## src/rtl/s1st_pkg.sv

```systemverilog
// Shared types for the status-slot generator.
// Assumes: nothing beyond IEEE 1800-2017.
package s1st_pkg;

    // Per-channel lifecycle: powered down, warming up, running.
    typedef enum logic [1:0] {
        CH_OFF  = 2'd0,
        CH_WARM = 2'd1,
        CH_RUN  = 2'd2
    } chan_st_e;

endpackage

```

## src/rtl/s1st_chan.sv

```systemverilog
// One output channel's request flag (active low: 0 = send a sample).
// Updates only when frame_sync is high. While powered, it counts
// warm_frames boundaries before reaching CH_RUN. In CH_RUN a phase
// accumulator decides whether a sample is needed.
// Assumes: rate < 2**RATE_W and BASE_HZ < 2**RATE_W.
module s1st_chan
    import s1st_pkg::*;
#(
    parameter int       RATE_W  = 16,
    parameter int       CNT_W   = 8,
    parameter int       BASE_HZ = 48000,
    parameter bit       ENABLED = 1'b1
) (
    input  logic              clk,
    input  logic              rst_n,
    input  logic              frame_sync,
    input  logic              pwr_down,
    input  logic              vra_en,
    input  logic [RATE_W-1:0] rate,
    input  logic [CNT_W-1:0]  warm_frames,
    output logic              req_n
);
    localparam int ACC_W = RATE_W + 1;
    localparam logic [ACC_W-1:0] BASE = ACC_W'(BASE_HZ);

    chan_st_e         st_q,  st_d;
    logic [CNT_W-1:0] cnt_q, cnt_d;
    logic [ACC_W-1:0] acc_q, acc_d;
    logic             flag_q, flag_d;
    logic             eval;
    logic [ACC_W-1:0] sum;

    // Next-state logic for the boundary update.
    always_comb begin
        st_d   = st_q;
        cnt_d  = cnt_q;
        acc_d  = acc_q;
        flag_d = flag_q;
        eval   = 1'b0;
        sum    = acc_q + {1'b0, rate};
        if (frame_sync) begin
            if (pwr_down) begin
                st_d   = CH_OFF;
                cnt_d  = '0;
                acc_d  = '0;
                flag_d = 1'b0;
            end else if (st_q != CH_RUN) begin
                if (cnt_q == warm_frames) begin
                    st_d = CH_RUN;
                    eval = 1'b1;
                end else begin
                    st_d   = CH_WARM;
                    cnt_d  = cnt_q + 1'b1;
                    acc_d  = '0;
                    flag_d = 1'b1;
                end
            end else begin
                eval = 1'b1;
            end
            if (eval) begin
                if (!vra_en || ({1'b0, rate} >= BASE)) begin
                    acc_d  = '0;
                    flag_d = 1'b0;
                end else if (sum >= BASE) begin
                    acc_d  = sum - BASE;
                    flag_d = 1'b0;
                end else begin
                    acc_d  = sum;
                    flag_d = 1'b1;
                end
            end
            if (!ENABLED) flag_d = 1'b0;
        end
    end

    // State registers with synchronous reset.
    always_ff @(posedge clk) begin
        if (!rst_n) begin
            st_q   <= CH_OFF;
            cnt_q  <= '0;
            acc_q  <= '0;
            flag_q <= 1'b0;
        end else begin
            st_q   <= st_d;
            cnt_q  <= cnt_d;
            acc_q  <= acc_d;
            flag_q <= flag_d;
        end
    end

    assign req_n = flag_q;
endmodule

```

## src/rtl/s1st_rdret.sv

```systemverilog
// Read-return tracker. Remembers the last read index requested
// during the current frame and presents it, with valid tags, for the
// following frame. A request in the sync cycle belongs to the new frame.
// Assumes: frame_sync is a one-cycle pulse.
module s1st_rdret #(
    parameter int IDX_W = 7
) (
    input  logic             clk,
    input  logic             rst_n,
    input  logic             frame_sync,
    input  logic             rd_req,
    input  logic [IDX_W-1:0] rd_idx,
    output logic [IDX_W-1:0] ret_idx,
    output logic             ret_tag
);
    logic             pend_q;
    logic [IDX_W-1:0] pidx_q;

    // Capture requests and hand them out at the boundary.
    always_ff @(posedge clk) begin
        if (!rst_n) begin
            pend_q  <= 1'b0;
            pidx_q  <= '0;
            ret_idx <= '0;
            ret_tag <= 1'b0;
        end else if (frame_sync) begin
            ret_tag <= pend_q;
            ret_idx <= pend_q ? pidx_q : '0;
            pend_q  <= rd_req;
            pidx_q  <= rd_req ? rd_idx : '0;
        end else if (rd_req) begin
            pend_q <= 1'b1;
            pidx_q <= rd_idx;
        end
    end
endmodule

```

## src/rtl/s1_status_gen.sv

```systemverilog
// Slot 1 status word and Slot 1/2 tag generator.
// Word layout: [top]=0, index, flags (slot 3 highest), two zero bits.
// Assumes: frame_sync is a one-cycle pulse once per frame; the
// serializer samples outputs during the frame that follows the pulse.
module s1_status_gen #(
    parameter int          NCH       = 10,
    parameter int          RATE_W    = 16,
    parameter int          IDX_W     = 7,
    parameter int          CNT_W     = 8,
    parameter int          BASE_HZ   = 48000,
    parameter bit          VAR_RATE  = 1'b1,
    parameter logic [9:0]  SUPPORTED = 10'b11_1111_1011
) (
    input  logic                    clk,
    input  logic                    rst_n,
    input  logic                    frame_sync,
    input  logic [NCH-1:0]          vra_en,
    input  logic [NCH-1:0]          pwr_down,
    input  logic [NCH*RATE_W-1:0]   rate_flat,
    input  logic [CNT_W-1:0]        warm_frames,
    input  logic                    rd_req,
    input  logic [IDX_W-1:0]        rd_idx,
    output logic [IDX_W+NCH+2:0]    slot1_word,
    output logic                    tag_slot1,
    output logic                    tag_slot2
);
    localparam int WORD_W = IDX_W + NCH + 3;

    logic [NCH-1:0]   req_n;
    logic [NCH-1:0]   flags;
    logic [IDX_W-1:0] ret_idx;
    logic             ret_tag;

    // One request-flag engine per output slot.
    for (genvar i = 0; i < NCH; i++) begin : g_ch
        s1st_chan #(
            .RATE_W  (RATE_W),
            .CNT_W   (CNT_W),
            .BASE_HZ (BASE_HZ),
            .ENABLED (VAR_RATE && SUPPORTED[i])
        ) u_chan (
            .clk         (clk),
            .rst_n       (rst_n),
            .frame_sync  (frame_sync),
            .pwr_down    (pwr_down[i]),
            .vra_en      (vra_en[i]),
            .rate        (rate_flat[i*RATE_W +: RATE_W]),
            .warm_frames (warm_frames),
            .req_n       (req_n[i])
        );
        // Lowest slot lands in the highest flag bit.
        assign flags[NCH-1-i] = req_n[i];
    end

    s1st_rdret #(.IDX_W(IDX_W)) u_rdret (
        .clk        (clk),
        .rst_n      (rst_n),
        .frame_sync (frame_sync),
        .rd_req     (rd_req),
        .rd_idx     (rd_idx),
        .ret_idx    (ret_idx),
        .ret_tag    (ret_tag)
    );

    // Pack the word; reserved bits are tied low.
    assign slot1_word = WORD_W'({1'b0, ret_idx, flags, 2'b00});
    assign tag_slot1  = ret_tag;
    assign tag_slot2  = ret_tag;
endmodule

```

## config.mk

```make
export PLATFORM = sky130hd
export DESIGN_NAME = s1_status_gen
export DESIGN_NICKNAME = d
export VERILOG_FILES = /design/src/rtl/s1st_pkg.sv /design/src/rtl/s1st_chan.sv /design/src/rtl/s1st_rdret.sv /design/src/rtl/s1_status_gen.sv
export SDC_FILE = /design/constraint.sdc
export NUM_CORES = 1
export LEC_CHECK = 0
export BUFFER_PORTS_ARGS = -buffer_cell sky130_fd_sc_hd__buf_4
export CAP_MARGIN = 5
export CORE_MARGIN = 2
export CORE_UTILIZATION = 45
export CTS_CLUSTER_DIAMETER = 40
export DETAILED_ROUTE_END_ITERATION = 8
export GPL_TIMING_DRIVEN = 0
export MAX_ROUTING_LAYER = met4
export PLACE_DENSITY = 0.74
export SETUP_SLACK_MARGIN = 0.2
export SLEW_MARGIN = 20
export SYNTH_ARGS = -nofsm -noshare
export SYNTH_HDL_FRONTEND = slang
export SYNTH_HIERARCHICAL = 1
export SYNTH_SLANG_ARGS = --single-unit
```

## constraint.sdc

```tcl
create_clock -name clk -period 3.18 [get_ports clk]
set_input_delay 0.159 -clock clk [delete_from_list [all_inputs] [get_ports clk]]
set_output_delay 0.159 -clock clk [all_outputs]
set_load 0.01 [all_outputs]
```

# Word level (Yosys, flattened, before mapping)
# Index checks and enable logic that the tools add are counted.
# word_totals
ff_bits	268
input_bits	199
# op_classes
muxes	204
order_cmp	18
n_reduce_logical	64
n_eq_ne	36
addsub	27
# op_table
op	count
$mux 17	54
$mux 8	27
$add 17x16->17	9
$ge 17x16->1 const B	9
$sub 17x16->17 const B	9
$ge 16x16->1 const B	9
$mux 1	92
$add 8x1->8 const B	9
$eq 8x8->1	9
$mux 2	27
$reduce_and 3->1	18
$ne 2x2->1 const B	18
$mux 7	4
$ne 3x3->1 const B	9
$reduce_bool 3->1	9
$reduce_bool 2->1	10
$reduce_and 2->1	9
$logic_not 1->1	9
$logic_or 1x1->1	9

# Depth between registers and ports, before layout
# Gate-level depths: netlist of the first run.
# logic_depth
depth_word	7
ltp_mapped	14
mapped_depth_nobuf	13

# Cells and area by module
# The synthesis of the first run kept the hierarchy.
# modules_own_cells
mod	area_per_inst_um2	seq_area_each_um2	cells_per_inst	n_inst
s1st_chan at g_ch[0].u_chan ...	2434.8	560.5	303	8
s1st_chan at g_ch[9].u_chan	2318.5	560.5	287	1
s1st_rdret	636.9	320.3	69	1
s1_status_gen	33.8	0.0	5	1
s1st_chan at g_ch[2].u_chan	11.3	0.0	2	1

# Least setup slack after synthesis of the first run
# OpenSTA, ideal clock, no wires.
# synth_timing
kind	flip-flop to flip-flop
from	reg g_ch[0].u_chan.acc_q[0]
to	reg g_ch[0].u_chan.acc_q[11]
path_slack_ns	0.032
arrival_ns	3.031
setup_ns	0.117
period_less_slack_ns	3.148
t_required_ns	3.063
path_stages_with_launch	14
path_buffers	0
cell_sequence	dfxtp_1 ha_1 inv_1 fa_1 nand2b_1 o2bb2ai_1 o21a_1 nor2_1 ha_1 a21oi_1 a2111oi_4 o21ai_2 or3_1 a32o_1
# synth_between
elab_chain_cells	5
word_cells_on_any_way	6
# synth_lines
element	line_no	rtl
from (decl)	s1st_chan.sv:28	logic [ACC_W-1:0] acc_q, acc_d;
from (signal assigned)	s1st_chan.sv:81	acc_q <= '0;
from (signal assigned)	s1st_chan.sv:86	acc_q <= acc_d;
$add 17x16->17 *	s1st_chan.sv:40	sum = acc_q + {1'b0, rate};
$sub 17x16->17 / $ge 17x16->1 (equally long branches)	s1st_chan.sv:65, s1st_chan.sv:64	
$mux 17 *	s1st_chan.sv:64	end else if (sum >= BASE) begin
$mux 17 *	s1st_chan.sv:61	if (!vra_en || ({1'b0, rate} >= BASE)) begin
$mux 17 *	s1st_chan.sv:60	if (eval) begin
# Every way passes the cells marked *; elsewhere a longest branch is shown, timed or not.
# A chain may end at the register's enable or synchronous reset.

# Worst setup path in the final report of the first run
# layout_timing
from	reg g_ch[6].u_chan.acc_q[0]
to	reg g_ch[6].u_chan.acc_q[11]
# layout_between
elab_chain_cells	5
word_cells_on_any_way	6
# layout_lines
element	line_no
from (decl)	s1st_chan.sv:28
from (signal assigned)	s1st_chan.sv:81
from (signal assigned)	s1st_chan.sv:86
$add 17x16->17 *	s1st_chan.sv:40
$sub 17x16->17 / $ge 17x16->1 (equally long branches)	s1st_chan.sv:65, s1st_chan.sv:64
$mux 17 *	s1st_chan.sv:64
$mux 17 *	s1st_chan.sv:61
$mux 17 *	s1st_chan.sv:60
# Marked as above.

==> flow_summary_export.csv, run 1 <==
group,metric,value,unit
status,outcome,"finished with violations",
status,violations,"negative setup slack",
clock_network,clk_pin_slew,0.05,ns
floorplan,initial_core_util,0.457,
floorplan,ios,221,
placement,post_dp_cell_area,24900,sq um
sta,worst_slew_pin_slew,0.895,ns
pwr,peakVddDrop,0.398,mV
pwr,leakage,0.0132,uW
routing,dr_total_vias,23657,
global_routing,antenna_found_initial,1,
sta,fin_crit_sh,1.04,
sta,max_freq,302,MHz
final_layout,final_layout_size_suffix_gt1_frac,0.300,
synth,yosysWarnings,6,
sta,hold_viol_final,0,
worst_setup_path,end_kind,"flip-flop",
synth,netlist_instances,2787,
placement,place.gp.congestion,0.930,
clock_network,cts_made_buffers,55,
sta,finalSetupTns,-0.489,ns
sta,slew_headroom,0.403,
synth,syn_avg_cell_area,8.07,sq um
placement,io_buffers,197,
pwr,p_per_area,367,nW/um^2
clock_network,cts_root_buffer,"clkbuf_16",
worst_setup_path,worstSetupStartpoint,"g_ch[6].u_chan/acc_q[0]$_SDFFE_PN0P_",
routing,dr.first_iter.drc_count,1674,
synth,netlist_top_cells_area,"dfxtp_1 24%, ha_1 9.0%, xor2_1 6.5%",
worst_setup_path,r2r_start,"g_ch[6].u_chan/acc_q[0]$_SDFFE_PN0P_",
sta,period_needed,3.31,ns
routing,antenna_left,0,
sta,worst_slack,-0.127,ns
synth,synth.largest_area_cell,"dfxtp_1",
clock_network,h-tree-depth,2,
placement,dp_hpwl,46100,microns
synth,yosysMostFrequentCell,"dfxtp_1",
synth,ys_seq_area_frac,0.239,
worst_setup_path,critPathMaxFanout,3,
global_routing,grt_pass1_vias,22638,
synth,synth_ff_type,"dfxtp_1",
floorplan,row_count,81,
worst_setup_path,reg2reg_setup_slack,-0.13,ns
routing,via_per_inst,5.94,
global_routing,grt_usage,0.263,
floorplan,core_area,49200,sq um
sta,rsz0062_at_grt,"yes",
worst_setup_path,crit_arrival,3.76,ns
min_path,hp-start,"rate_flat[64]",
floorplan,fp.dieW,228,microns
global_routing,grt_overflow,0,
synth,netlist.area_leader.share,0.239,
clock_network,clock_sinks,268,
flow_run,max_cap_violations,0,
sta,setup_viol_count_final,15,
synth,synth_common_cells,"268 x dfxtp_1, 265 x nand2_1, 220 x nor2_1, 166 x a21oi_1, 166 x xor2_1",
synth,synthArstFlopShare,0,
synth,ys_ff_latch,268,
sta,skew,0.0258,ns
global_routing,grt_max_degree,72,
clock_network,clockBufferDepth,3,
clock_network,cts_tree,"yes",
global_routing,grt_pass1_wl,110000,microns
final_layout,fin_util,0.638,
final_layout,fin_nets,3645,
synth,synth_area,22500,sq um
worst_setup_path,path_class,"reg2reg",
final_layout,postLayoutCellArea,31300,sq um
min_path,hp-class,"in2reg",
final_layout,layout.cells.non_filler,3985,
routing,routed_wl,70800,microns
routing,wl_per_cell,17.8,microns
routing,dr.pass1.iters,5,
worst_setup_path,required,3.63,ns
floorplan,die_h,228,microns
synth,synth_edf_count,0,
worst_setup_path,start_kind,"flip-flop",
synth,ys_types,78,
clock_network,clk_latency,0.60,ns
floorplan,dieArea,51800,sq um
routing,drc,0,
sta,drv_slew,0,
placement,dpl.cell_count,3650,
final_layout,synthToLayoutAreaGrowth,39.4,%
placed cells by master, fill, tap and decap left out, drive strengths merged, types with 33 or more instances in the layout:
cell / instances
dfxtp: 268
mux2i: 46
xor2: 166
nand2: 265
buf: 450
clkbuf: 98
or3: 33
ha: 162
nor2b: 102
nor2: 228
a31oi: 35
nand3: 108
a211oi: 57
a21oi: 166
inv: 97
a21o: 51
o211ai: 52
xnor2: 83
and2: 37
o21ai: 172
a22oi: 39
nor4: 42
nand4: 50
metal layers:
layer  global-route usage  part of all wire  routed length [microns]  up-vias
met5                    -                 0                        0        -
met3               0.0419             0.053                     3750      146
met2                0.441              0.49                    34600      780
met1                0.322              0.43                    30700    11362
li1                     -                 -                        -    11369
met4               0.0850             0.025                     1790        0
final cells by class:
cell class,instances,area (sq um)
buffer,90,614
fill,3872,17800
clock inverter,43,484
antenna,1,2.50
inverter,85,319
clock buffer,59,1440
multi-input combinational,2346,18800
sequential,268,5400
tap,664,831
timing repair buffer,429,3450
state kept, by name (all words and copies together) (netlist names):
register	cells
g_ch.u_chan/acc_q	153
g_ch.u_chan/req_n	9
u_rdret/pend_q	1
g_ch.u_chan/st_q	18
u_rdret/ret_idx	7
u_rdret/pidx_q	7
g_ch.u_chan/cnt_q	72
u_rdret/ret_tag	1
where the power goes:
part / leakage [uW] / internal, uW / total, uW / switching [uW]
clock network: 0.000910 / 3830 / 5940 / 2110
logic: 0.0101 / 965 / 2110 / 1150
registers: 0.00218 / 3410 / 3450 / 37.3
total: 0.0132 / 8200 / 11500 / 3300
cell families (layout without fill, tap and decap cells):
family | after synthesis | after routing | synth area share
other | 2 | 5 | 0.000334
buffers and inverters | 175 | 706 | 0.0411
AND/OR/NAND/NOR | 1052 | 1052 | 0.248
multiplexers | 46 | 46 | 0.0205
adder cells (fa/ha/maj) | 171 | 171 | 0.0982
XOR/XNOR | 249 | 249 | 0.0970
flip-flops | 268 | 268 | 0.239
AO/OA/AOI/OAI | 824 | 824 | 0.256
metrics by stage:
stage	power, uW	worst slack, ns	hold WS, ns
5_1_grt	11900	-0.217	0.0190
6_report	11500	-0.127	0.0432
3_5_place_dp	5060	-0.287	0.404
3_3_place_gp	5020	-0.248	0.402
2_1_floorplan	4530	0.124	0.287
4_1_cts	11400	-0.0412	0.00516
worst max-delay path, cell delays in order (launching register included):
cell and delay (ns):
dfxtp_2 0.35, ha_4 0.14, inv_2 0.03, fa_2 0.36, nand2b_4 0.17, a21o_4 0.22
a2111o_1 0.36, o211ai_1 0.27, a21oi_4 0.09, a2111oi_4 0.37, o21ai_2 0.14, or3_1 0.42
a32o_1 0.24
path summary, 6_finish.rpt:
kind                                           end  cells after the start
max          g_ch[6].u_chan/acc_q[11]$_SDFFE_PN0P_                     12
min           g_ch[4].u_chan/acc_q[0]$_SDFFE_PN0P_                      4
max reg2reg  g_ch[6].u_chan/acc_q[11]$_SDFFE_PN0P_                     12
min reg2reg  g_ch[5].u_chan/acc_q[14]$_SDFFE_PN0P_                      2
timing repair:
item	CTS	global route
endpoints found under the hold margin	56	0
gates resized for setup	380	192
buffers inserted	125	77
pin swaps	157	123
hold buffers	30	0
endpoints found under the setup margin	93	94
Note: power is estimated with default switching activity, not from simulation.
==> run 2, diff against run 1 <==
--- a/config.mk
+++ b/config.mk
@@ -8,14 +8,13 @@
 export BUFFER_PORTS_ARGS = -buffer_cell sky130_fd_sc_hd__buf_4
 export CAP_MARGIN = 5
 export CORE_MARGIN = 2
-export CORE_UTILIZATION = 45
+export CORE_UTILIZATION = 55
 export CTS_CLUSTER_DIAMETER = 40
 export DETAILED_ROUTE_END_ITERATION = 8
 export GPL_TIMING_DRIVEN = 0
 export MAX_ROUTING_LAYER = met4
-export PLACE_DENSITY = 0.74
+export PLACE_DENSITY = 0.86
 export SETUP_SLACK_MARGIN = 0.2
-export SLEW_MARGIN = 20
 export SYNTH_ARGS = -nofsm -noshare
 export SYNTH_HDL_FRONTEND = slang
 export SYNTH_HIERARCHICAL = 1
==> constraint.sdc (replaced) <==
create_clock -name clk -period 2.7 [get_ports clk]
set_input_delay 0.135 -clock clk [delete_from_list [all_inputs] [get_ports clk]]
set_output_delay 0.135 -clock clk [all_outputs]
set_load 0.01 [all_outputs]
==> run 2 against run 1 <==
  * The run still ends with negative setup slack left
  * Non-clock buffer count increased by 1
  * First-iteration DRC count rose by 45%
  * Worst hold slack got worse by 0.020 ns
  * Largest power group unchanged
  * Highest routed layer unchanged
==> flow_summary_export.csv, run 2 (synthesis gave the netlist of run 1 again) <==
group,metric,value,unit
routing,routed_wl,79300,microns
global_routing,grt_max_degree,72,
sta,finalSetupTns,-43.44,ns
clock_network,cts_root_buffer,"clkbuf_16",
min_path,hp-start,"rate_flat[128]",
sta,max_freq,284,MHz
clock_network,clockBufferDepth,3,
worst_setup_path,critPathMaxFanout,10,
global_routing,grt_pass1_wl,112000,microns
routing,wl_per_cell,20.6,microns
sta,setup_viol_count_final,99,
worst_setup_path,path_class,"reg2reg",
routing,via_per_inst,6.52,
floorplan,ios,221,
pwr,leakage,0.0132,uW
floorplan,fp.dieW,206,microns
floorplan,dieArea,42500,sq um
clock_network,cts_made_buffers,49,
sta,fin_crit_sh,1.31,
sta,slew_headroom,0.398,
global_routing,grt_overflow,0,
floorplan,initial_core_util,0.554,
final_layout,layout_common_cells,"363 x buf_4, 240 x dfxtp_1, 239 x nand2_1",
sta,hold_viol_final,0,
worst_setup_path,end_kind,"flip-flop",
worst_setup_path,path_buf_inv,3,
clock_network,clk_latency,0.58,ns
worst_setup_path,start_kind,"flip-flop",
final_layout,synthToLayoutAreaGrowth,39.4,%
worst_setup_path,worst_path_most_repeated_cell,"buf_6",
clock_network,clk_pin_slew,0.05,ns
placement,io_buffers,197,
global_routing,grt_usage,0.324,
status,outcome,"finished with violations",
min_path,hp-class,"in2reg",
final_layout,ff_latch_area,5400,sq um
floorplan,core_area,40600,sq um
worst_setup_path,reg2reg_setup_slack,-0.83,ns
final_layout,postLayoutCellArea,31300,sq um
worst_setup_path,r2r_start,"g_ch[1].u_chan/acc_q[9]$_SDFFE_PN0P_",
worst_setup_path,path_cells,"ha_1 > buf_6 > o21ai_0 > o21bai_1 > nor4_1 > nor2_1 > xnor2_2 > a2111oi_4 > o21ai_4 > buf_6 > buf_6 > mux2i_1 > o21ai_1",
routing,dr.pass1.iters,8,
worst_setup_path,crit_path_max_incr_delay,0.56,ns
worst_setup_path,required,3.14,ns
routing,drc,0,
sta,worst_slew_pin_slew,0.903,ns
clock_network,cts_tree,"yes",
sta,rsz0062_at_grt,"yes",
final_layout,final.fill_count,2472,
final_layout,multi_input_area,19100,sq um
sta,skew,0.0154,ns
placement,post_dp_cell_area,25200,sq um
flow_run,max_cap_violations,0,
worst_setup_path,slowest_stage,"nor4_1",
final_layout,reg_top3,"g_ch.u_chan/acc_q x153, g_ch.u_chan/cnt_q x72, g_ch.u_chan/st_q x18",
pwr,peakVddDrop,0.499,mV
sta,drv_slew,0,
routing,dr.first_iter.drc_count,2433,
status,violations,"negative setup slack",
placement,dp_hpwl,45800,microns
worst_setup_path,crit_arrival,3.96,ns
routing,antenna_left,0,
final_layout,layout_commonest_cell,"buf_4",
sta,whs,0.0234,ns
floorplan,die_h,206,microns
clock_network,h-tree-depth,2,
clock_network,clock_sinks,268,
pwr,p_total,13000,uW
pwr,p_per_area,416,nW/um^2
final_layout,fin_nets,3640,
floorplan,row_count,74,
placement,dp_slack,-0.772,ns
routing,dr_total_vias,25093,
sta,period_needed,3.53,ns
final_layout,top_register,"g_ch.u_chan/acc_q",
worst_setup_path,worstSetupStartpoint,"g_ch[1].u_chan/acc_q[9]$_SDFFE_PN0P_",
final_layout,final_layout_size_suffix_gt1_frac,0.307,
final_layout,largest_register_ffs,153,
worst_setup_path,worst_path_dominant_cell_family,"compound AO/OA/AOI/OAI gates",
sta,worst_slack,-0.826,ns
placement,place.gp.congestion,0.942,
global_routing,grt_pass1_vias,23381,
global_routing,antenna_found_initial,3,
run 2: cell count changes in the layout (fill, tap and decap cells not counted), moves of 7 or more:
cell	change
a21oi_1	-16
a21oi_2	+14
buf_4	-9
dlygate4sd3_1	+9
clkinvlp_4	-7
o31ai_1	-7
run 2: worst min-delay path: cells and delay by family:
| kind | cells | cell delay, ns |
|---|---|---|
| adders and majority gates | 1 | 0.14 |
| buffers and inverters | 1 | 0.11 |
| and+or+nand+nor | 1 | 0.11 |
| AOI/OAI and AO/OA | 1 | 0.06 |
run 2: through the flow:
| stage | utilization | instances |
|---|---|---|
| 2_1_floorplan | - | 2789 |
| 3_3_place_gp | 0.622 | 3518 |
| 3_5_place_dp | 0.622 | 3518 |
| 4_1_cts | 0.731 | 3767 |
| 5_1_grt | 0.773 | 3845 |
| 6_report | 0.773 | 3846 |
run 2: final cells by class:
cell class	instances	area share
multi-input cells	2346	0.610
flip-flops and latches	268	0.172
repair buffers	430	0.112
clock buffers	57	0.0411
well taps	532	0.0212
plain buffers	90	0.0197
clock inverters	34	0.0129
inverters	85	0.0103
diodes	4	0.000319
run 2: metal layers:
metal | GRT usage | wire length, microns
met1 | 0.384 | 30900
met2 | 0.552 | 38300
met3 | 0.0437 | 5880
met4 | 0.133 | 4230
met5 | - | 0
run 2: worst paths after layout:
kind,to,cells after the start
worst max-delay path,g_ch[1].u_chan/acc_q[8]$_SDFFE_PN0P_,13
worst min-delay path,g_ch[8].u_chan/acc_q[0]$_SDFFE_PN0P_,4
worst max register to register,g_ch[1].u_chan/acc_q[8]$_SDFFE_PN0P_,13
worst min register to register,g_ch[5].u_chan/acc_q[15]$_SDFFE_PN0P_,2
run 2: repair_timing:
action / CTS / global route
setup endpoints to repair: 99 / 99
pin swaps: 155 / 109
setup buffers: 118 / 75
hold buffers: 39 / 0
gates cloned: 1 / 0
gates resized for setup: 317 / 232
hold endpoints to repair: 80 / 0
run 2: power by group:
part | switching (uW) | total (uW) | leakage [uW] | internal (uW)
clock | 2300 | 6350 | 0.000821 | 4050
combinational | 1450 | 2610 | 0.0102 | 1150
sequential | 48.6 | 4060 | 0.00218 | 4010
